`config.mk`:
```
export PLATFORM = sky130hd
export DESIGN_NAME = can_tx_abort_seq
export DESIGN_NICKNAME = d
export VERILOG_FILES = /design/src/rtl/can_tx_abort_pkg.sv /design/src/rtl/can_tx_busy_edge.sv /design/src/rtl/can_tx_abort_fsm.sv /design/src/rtl/can_tx_abort_outputs.sv /design/src/rtl/can_tx_abort_seq.sv
export SDC_FILE = /design/constraint.sdc
export NUM_CORES = 1
export LEC_CHECK = 0
export BUFFER_PORTS_ARGS = -buffer_cell sky130_fd_sc_hd__buf_2
export CORE_AREA = 2 2 39 41
export DETAILED_ROUTE_END_ITERATION = 16
export DIE_AREA = 0 0 41 43
export SLEW_MARGIN = 40
export SYNTH_ARGS = -nofsm -noshare
export SYNTH_HDL_FRONTEND = slang
export SYNTH_SLANG_ARGS = --single-unit
```
`constraint.sdc`:
```
create_clock -name clk -period 3.3 [get_ports clk]
set_clock_uncertainty 0.1 [all_clocks]
set_input_delay 0.165 -clock clk [delete_from_list [all_inputs] [get_ports clk]]
set_output_delay 0.165 -clock clk [all_outputs]
set_load 0.02 [all_outputs]
```
`src/rtl/can_tx_abort_pkg.sv`:
```
package can_tx_abort_pkg;
  localparam int STATE_W = 3;

  typedef enum logic [STATE_W-1:0] {
    ST_IDLE      = 3'd0,
    ST_PARK_WAIT = 3'd1,
    ST_PARK_FREE = 3'd2,
    ST_LIVE_ARM  = 3'd3,
    ST_LIVE_EDGE = 3'd4,
    ST_LIVE_FREE = 3'd5,
    ST_END_HIT   = 3'd6,
    ST_END_MISS  = 3'd7
  } seq_state_t;

  function automatic logic on_park_path(input seq_state_t s);
    return (s == ST_PARK_WAIT) || (s == ST_PARK_FREE);
  endfunction

  function automatic logic on_live_path(input seq_state_t s);
    return (s == ST_LIVE_ARM) || (s == ST_LIVE_EDGE) || (s == ST_LIVE_FREE);
  endfunction

  function automatic logic in_free_phase(input seq_state_t s);
    return (s == ST_PARK_FREE) || (s == ST_LIVE_FREE);
  endfunction

  function automatic logic is_end(input seq_state_t s);
    return (s == ST_END_HIT) || (s == ST_END_MISS);
  endfunction
endpackage

```
`src/rtl/can_tx_busy_edge.sv`:
```
module can_tx_busy_edge (
  input  logic clk,
  input  logic rst_n,
  input  logic busy_in,
  output logic busy_fall
);
  logic busy_q;

  always_ff @(posedge clk or negedge rst_n) begin
    if (!rst_n) busy_q <= 1'b0;
    else        busy_q <= busy_in;
  end

  assign busy_fall = busy_q & ~busy_in;
endmodule

```
`src/rtl/can_tx_abort_fsm.sv`:
```
module can_tx_abort_fsm
  import can_tx_abort_pkg::*;
(
  input  logic       clk,
  input  logic       rst_n,
  input  logic       abort_req,
  input  logic       abort_mode,
  input  logic       tx_pending,
  input  logic       tx_busy,
  input  logic       run_status,
  input  logic       busy_fall,
  output seq_state_t state
);
  seq_state_t nxt;

  always_comb begin
    nxt = state;
    unique case (state)
      ST_IDLE: begin
        if (abort_req) nxt = abort_mode ? ST_PARK_WAIT : ST_LIVE_ARM;
      end
      ST_PARK_WAIT: begin
        if (!run_status) nxt = tx_pending ? ST_PARK_FREE : ST_END_MISS;
      end
      ST_PARK_FREE: begin
        if (!tx_pending) nxt = ST_END_HIT;
      end
      ST_LIVE_ARM: begin
        if (tx_busy)          nxt = ST_LIVE_EDGE;
        else if (!tx_pending) nxt = ST_END_MISS;
      end
      ST_LIVE_EDGE: begin
        if (busy_fall) nxt = tx_pending ? ST_LIVE_FREE : ST_END_MISS;
      end
      ST_LIVE_FREE: begin
        if (!tx_pending) nxt = ST_END_HIT;
      end
      ST_END_HIT, ST_END_MISS: nxt = ST_IDLE;
      default: nxt = ST_IDLE;
    endcase
  end

  always_ff @(posedge clk or negedge rst_n) begin
    if (!rst_n) state <= ST_IDLE;
    else        state <= nxt;
  end

  AST_END_ONE_CYCLE: assert property (@(posedge clk) disable iff (!rst_n)
    is_end(state) |=> (state == ST_IDLE));
endmodule

```
`src/rtl/can_tx_abort_outputs.sv`:
```
module can_tx_abort_outputs
  import can_tx_abort_pkg::*;
(
  input  seq_state_t state,
  output logic       stop_req,
  output logic       no_retx,
  output logic       lock_release,
  output logic       done,
  output logic       cancelled
);
  always_comb begin
    stop_req     = on_park_path(state);
    no_retx      = on_live_path(state);
    lock_release = in_free_phase(state);
    done         = is_end(state);
    cancelled    = (state == ST_END_HIT);
  end
endmodule

```
`src/rtl/can_tx_abort_seq.sv`:
```
module can_tx_abort_seq
  import can_tx_abort_pkg::*;
(
  input  logic clk,
  input  logic rst_n,
  input  logic abort_req,
  input  logic abort_mode,
  input  logic tx_pending,
  input  logic tx_busy,
  input  logic run_status,
  output logic stop_req,
  output logic no_retx,
  output logic lock_release,
  output logic done,
  output logic cancelled
);
  logic       busy_fall;
  seq_state_t state;

  can_tx_busy_edge u_edge (
    .clk       (clk),
    .rst_n     (rst_n),
    .busy_in   (tx_busy),
    .busy_fall (busy_fall)
  );

  can_tx_abort_fsm u_fsm (
    .clk        (clk),
    .rst_n      (rst_n),
    .abort_req  (abort_req),
    .abort_mode (abort_mode),
    .tx_pending (tx_pending),
    .tx_busy    (tx_busy),
    .run_status (run_status),
    .busy_fall  (busy_fall),
    .state      (state)
  );

  can_tx_abort_outputs u_out (
    .state        (state),
    .stop_req     (stop_req),
    .no_retx      (no_retx),
    .lock_release (lock_release),
    .done         (done),
    .cancelled    (cancelled)
  );

  AST_PARK_START: assert property (@(posedge clk) disable iff (!rst_n)
    $rose(stop_req) |-> $past(abort_req && abort_mode));
  AST_PARK_FREE_STANDBY: assert property (@(posedge clk) disable iff (!rst_n)
    ($rose(lock_release) && stop_req) |-> $past(!run_status && tx_pending));
  AST_LIVE_START: assert property (@(posedge clk) disable iff (!rst_n)
    $rose(no_retx) |-> $past(abort_req && !abort_mode));
  AST_LIVE_FREE_EDGE: assert property (@(posedge clk) disable iff (!rst_n)
    ($rose(lock_release) && no_retx) |-> $past(busy_fall && tx_pending));
  AST_HIT_AFTER_FREE: assert property (@(posedge clk) disable iff (!rst_n)
    cancelled |-> $past(lock_release && !tx_pending));
  AST_DONE_PULSE: assert property (@(posedge clk) disable iff (!rst_n)
    done |=> !done);
  AST_CANCEL_ONLY_DONE: assert property (@(posedge clk) disable iff (!rst_n)
    cancelled |-> done);
  AST_PATHS_APART: assert property (@(posedge clk) disable iff (!rst_n)
    !(stop_req && no_retx));
endmodule

```
==> summary by stage <==
Place
The instance area after placement is slightly below 400 um^2. The final estimated routing congestion in global placement is between 0.8 and 0.9. The number of input and output port buffers inserted is 11. The half-perimeter wire length after detailed placement is between 500 and 600 um.

Yosys
Synthesis handed over a netlist of 39 instances. The post-synthesis cell type with the largest combined area is sky130_fd_sc_hd__dfrtp_1. The Yosys step of the flow raised 0 warnings.

The most instantiated library cell after synthesis is sky130_fd_sc_hd__nor2_1. The total of flip-flops plus latches after synthesis is 4. The async set or reset register ratio after synthesis is 1.000. The netlist uses 25 different library cells. The most used flip-flop cell after synthesis is sky130_fd_sc_hd__dfrtp_1. In the synthesized netlist, the cells that appear most often are sky130_fd_sc_hd__nor2_1, sky130_fd_sc_hd__dfrtp_1, sky130_fd_sc_hd__o21ai_0, sky130_fd_sc_hd__o22ai_1. Yosys mapped a number of flops with a built-in enable equal to 0. The synthesized net count is between 40 and 50. Ranked by total cell area, the synthesized netlist is headed by sky130_fd_sc_hd__dfrtp_1, sky130_fd_sc_hd__a2111oi_4, sky130_fd_sc_hd__nor2_1. The share of synthesized area in the top cell type comes to 0.2930. The summed instance area of the synthesized netlist is roughly 340 um^2.

The average instance in the mapped netlist occupies approximately 8.8 um^2. The post-synthesis sequential area ratio is 0.2930.

GRT
After global routing the overflow that remains totals 0. In the global route stage, overall resource usage came out at 0.1069. The number of global-route vias before repair was slightly above 300. The largest net degree at the start of global routing is 14. The first global-routing pass estimated roughly 1200 um of wire. The number of antenna violations at the first check in global routing was 0.

Clocking
Clock tree synthesis selected as its root buffer the cell sky130_fd_sc_hd__clkbuf_4. TritonCTS built the clock tree. Counting every sink on the clock net gives 4. Once the clock tree was built, the setup fixing pass inserted 0 buffers. The later pin in the worst-skew pair is clocked with a latency of about 0.24 ns. Clock-pin slew was measured on the worst setup and hold paths at around 0.040 ns. CTS built an H-tree with a depth of 1. The worst-case clock buffer depth is 2.

In this run, CTS created clock tree buffers numbering 3.

Floorplanning
The initial utilization of the core area, before any placement, comes to 0.2468. The total die area is roughly 1800 um^2. The total core area is around 1400 um^2. The total number of placement rows is 14.

The die is between 40 and 50 um tall. During I/O placement, the number of pins put on the boundary was 12. The chip width is approximately 40 um.

Drt
The iteration count of the initial detailed-routing pass is 4. The detailed-route DRC error count is 0. Across all layers, the routed design uses ~330 vias. The DRC violation total after the first TritonRoute iteration is 7. After detailed routing, the number of vias per cell comes to around 4.8. The post-detailed-route wirelength per cell is between 10 and 15 um. The detail route stage leaves a number of antenna-violating nets equal to 0. The final layout contains routed wiring with a total length of about 700 um.

Pwr
In this run the power density over the cells is 1056 nW/um^2. The reported leakage power is 0.2010 nW. IR analysis of the VDD net gives a maximum drop of approximately 490 uV.

STA
Derived from the worst setup path, the maximum achievable clock frequency is between 500 and 600 MHz. The worst relative slew slack is 0.7270. The number of endpoints with negative hold slack in the final report is 0. The worst path needs 1.783 ns of the cycle, external delays included.

The number of pins with negative max-slew slack in the final report came to 0. The final critical-path share of the clock period is 0.5403. At the pin with the least slew margin, the transition time is 0.4095 ns. Setup violations remaining at the end of the flow were counted as 0. The post-route setup TNS is 0 ns. Setup repair after global routing left no endpoint under its margin.

Worst setup path
The number of buffers and inverters on the critical path is 0. Of all nets on the critical path, the largest fanout is 11. The data arrival time of the worst path is about 1.8 ns. The largest stage delay on the critical path is 0.57 ns. The worst setup path is launched from a register. The capturing element type of the critical path is a register. The signal on the critical path passes through or2b_2, o22ai_1, a211o_1, mux2_4. The largest delay contributor family on the critical path is flip-flops. The worst setup path is of the reg -> reg kind.

The endpoint required time on the critical path is 3.32 ns. For this design, the slowest cell found on the critical path is sky130_fd_sc_hd__dfrtp_1.

Layout
From synthesis to final layout, the design area changed by 27.47%. The repair_antennas step left the layout with diodes totalling 0. Summing all non-filler instances in the final layout gives an area of roughly 440 um^2. Counting the fill cells in the layout gives 151. The net count of the finished layout is about 60.

The proportion of layout cells with a drive suffix above 1 is 0.3846.

Hold path
The tightest min-delay check is of the in -> async type.

Job
The total of max-cap violations is 0.

Status
The run finished with clean final reports.
worst reg2reg max path, cell delays in order, from the launching register on:
cell and delay (ns):
sky130_fd_sc_hd__dfrtp_1 0.57, sky130_fd_sc_hd__or2b_2 0.38, sky130_fd_sc_hd__o22ai_1 0.14, sky130_fd_sc_hd__a211o_1 0.18, sky130_fd_sc_hd__mux2_4 0.30
per-layer routing:
layer	track usage	part of all wire
met1	0.1368	0.44
met2	0.1281	0.49
met4	0.06667	0.011
met5	0	0
met3	0.06806	0.058
registers in the layout, indices dropped and copies added, names as in the netlist:
register,flops
u_edge.busy_q,1
u_fsm.state,3
power by group:
| part | internal, mW | switching [mW] |
|---|---|---|
| Clock | 0.0407 | 0.0210 |
| Combinational | 0.127 | 0.141 |
| Sequential | 0.0693 | 0.0606 |
layout make-up:
| cell class | instances | area, um^2 | share of cell area |
|---|---|---|---|
| clock buffers | 3 | 22.52 | 0.05172 |
| inverters | 3 | 11.26 | 0.02586 |
| multi-input cells | 29 | 206.4 | 0.4741 |
| flip-flops and latches | 4 | 100.1 | 0.2299 |
| well taps | 16 | 20.02 | 0.04598 |
| repair buffers | 13 | 75.07 | 0.1724 |
what timing repair did:
item	CTS	global route
endpoints found under the hold margin	5	0
endpoints found under the setup margin	0	0
hold buffers	2	0
resized for setup	0	0
path summary, 6_finish.rpt:
check                                            from                          to  slack [ns]  cells after the start
min                                             rst_n     u_edge.busy_q$_DFF_PN0_        0.16                      2
min reg2reg                u_fsm.state[1]$_DFFE_PN0P_  u_fsm.state[2]$_DFFE_PN0P_        0.64                      1
min in group clk                           tx_pending  u_fsm.state[1]$_DFFE_PN0P_        0.17                      3
max                        u_fsm.state[1]$_DFFE_PN0P_  u_fsm.state[0]$_DFFE_PN0P_        1.52                      4
max reg2reg                u_fsm.state[1]$_DFFE_PN0P_  u_fsm.state[0]$_DFFE_PN0P_        1.52                      4
max in group asynchronous                       rst_n  u_fsm.state[1]$_DFFE_PN0P_        2.82                      2
stage by stage:
step | setup WS, ns | util | hold WS [ns] | power, mW | std cells
after floorplan | 1.664 | - | -0.2306 | 0.3544 | 39
after global placement | 1.532 | 0.2839 | -0.1255 | 0.3997 | 63
after detailed placement | 1.528 | 0.2839 | -0.1292 | 0.3983 | 63
after CTS | 1.501 | 0.3146 | 0.1580 | 0.4645 | 68
after global routing | 1.423 | 0.3146 | 0.1677 | 0.5080 | 68
final | 1.517 | 0.3146 | 0.1593 | 0.4598 | 68
placed cells by master (no fill, tap or decap):
cell / n
sky130_fd_sc_hd__o22ai_1: 3
sky130_fd_sc_hd__o32ai_1: 1
sky130_fd_sc_hd__a2111oi_4: 1
sky130_fd_sc_hd__and2_2: 1
sky130_fd_sc_hd__o21ai_0: 3
sky130_fd_sc_hd__inv_2: 1
sky130_fd_sc_hd__mux2_4: 1
sky130_fd_sc_hd__and3b_4: 1
sky130_fd_sc_hd__a21oi_1: 1
sky130_fd_sc_hd__and4_1: 1
sky130_fd_sc_hd__a211o_1: 1
sky130_fd_sc_hd__nor3_1: 1
sky130_fd_sc_hd__nand3_1: 1
sky130_fd_sc_hd__nand2_1: 2
sky130_fd_sc_hd__clkbuf_4: 3
sky130_fd_sc_hd__dlygate4sd3_1: 2
sky130_fd_sc_hd__or2b_2: 1
sky130_fd_sc_hd__a22oi_1: 1
sky130_fd_sc_hd__nor2_1: 5
sky130_fd_sc_hd__buf_2: 11
sky130_fd_sc_hd__o21ai_1: 2
sky130_fd_sc_hd__xnor2_1: 1
sky130_fd_sc_hd__or2b_1: 1
sky130_fd_sc_hd__dfrtp_1: 4
sky130_fd_sc_hd__inv_1: 2
kinds of logic (layout without fill, tap and decap cells):
family	count (synthesis)	in the layout	synth area share
buf+inv	6	19	0.1026
simple gates	14	14	0.2381
flops	4	4	0.2931
xor+xnor	1	1	0.02565
compound gates	13	13	0.2967
mux	1	1	0.04394
Power figures use the tool's default switching activity.
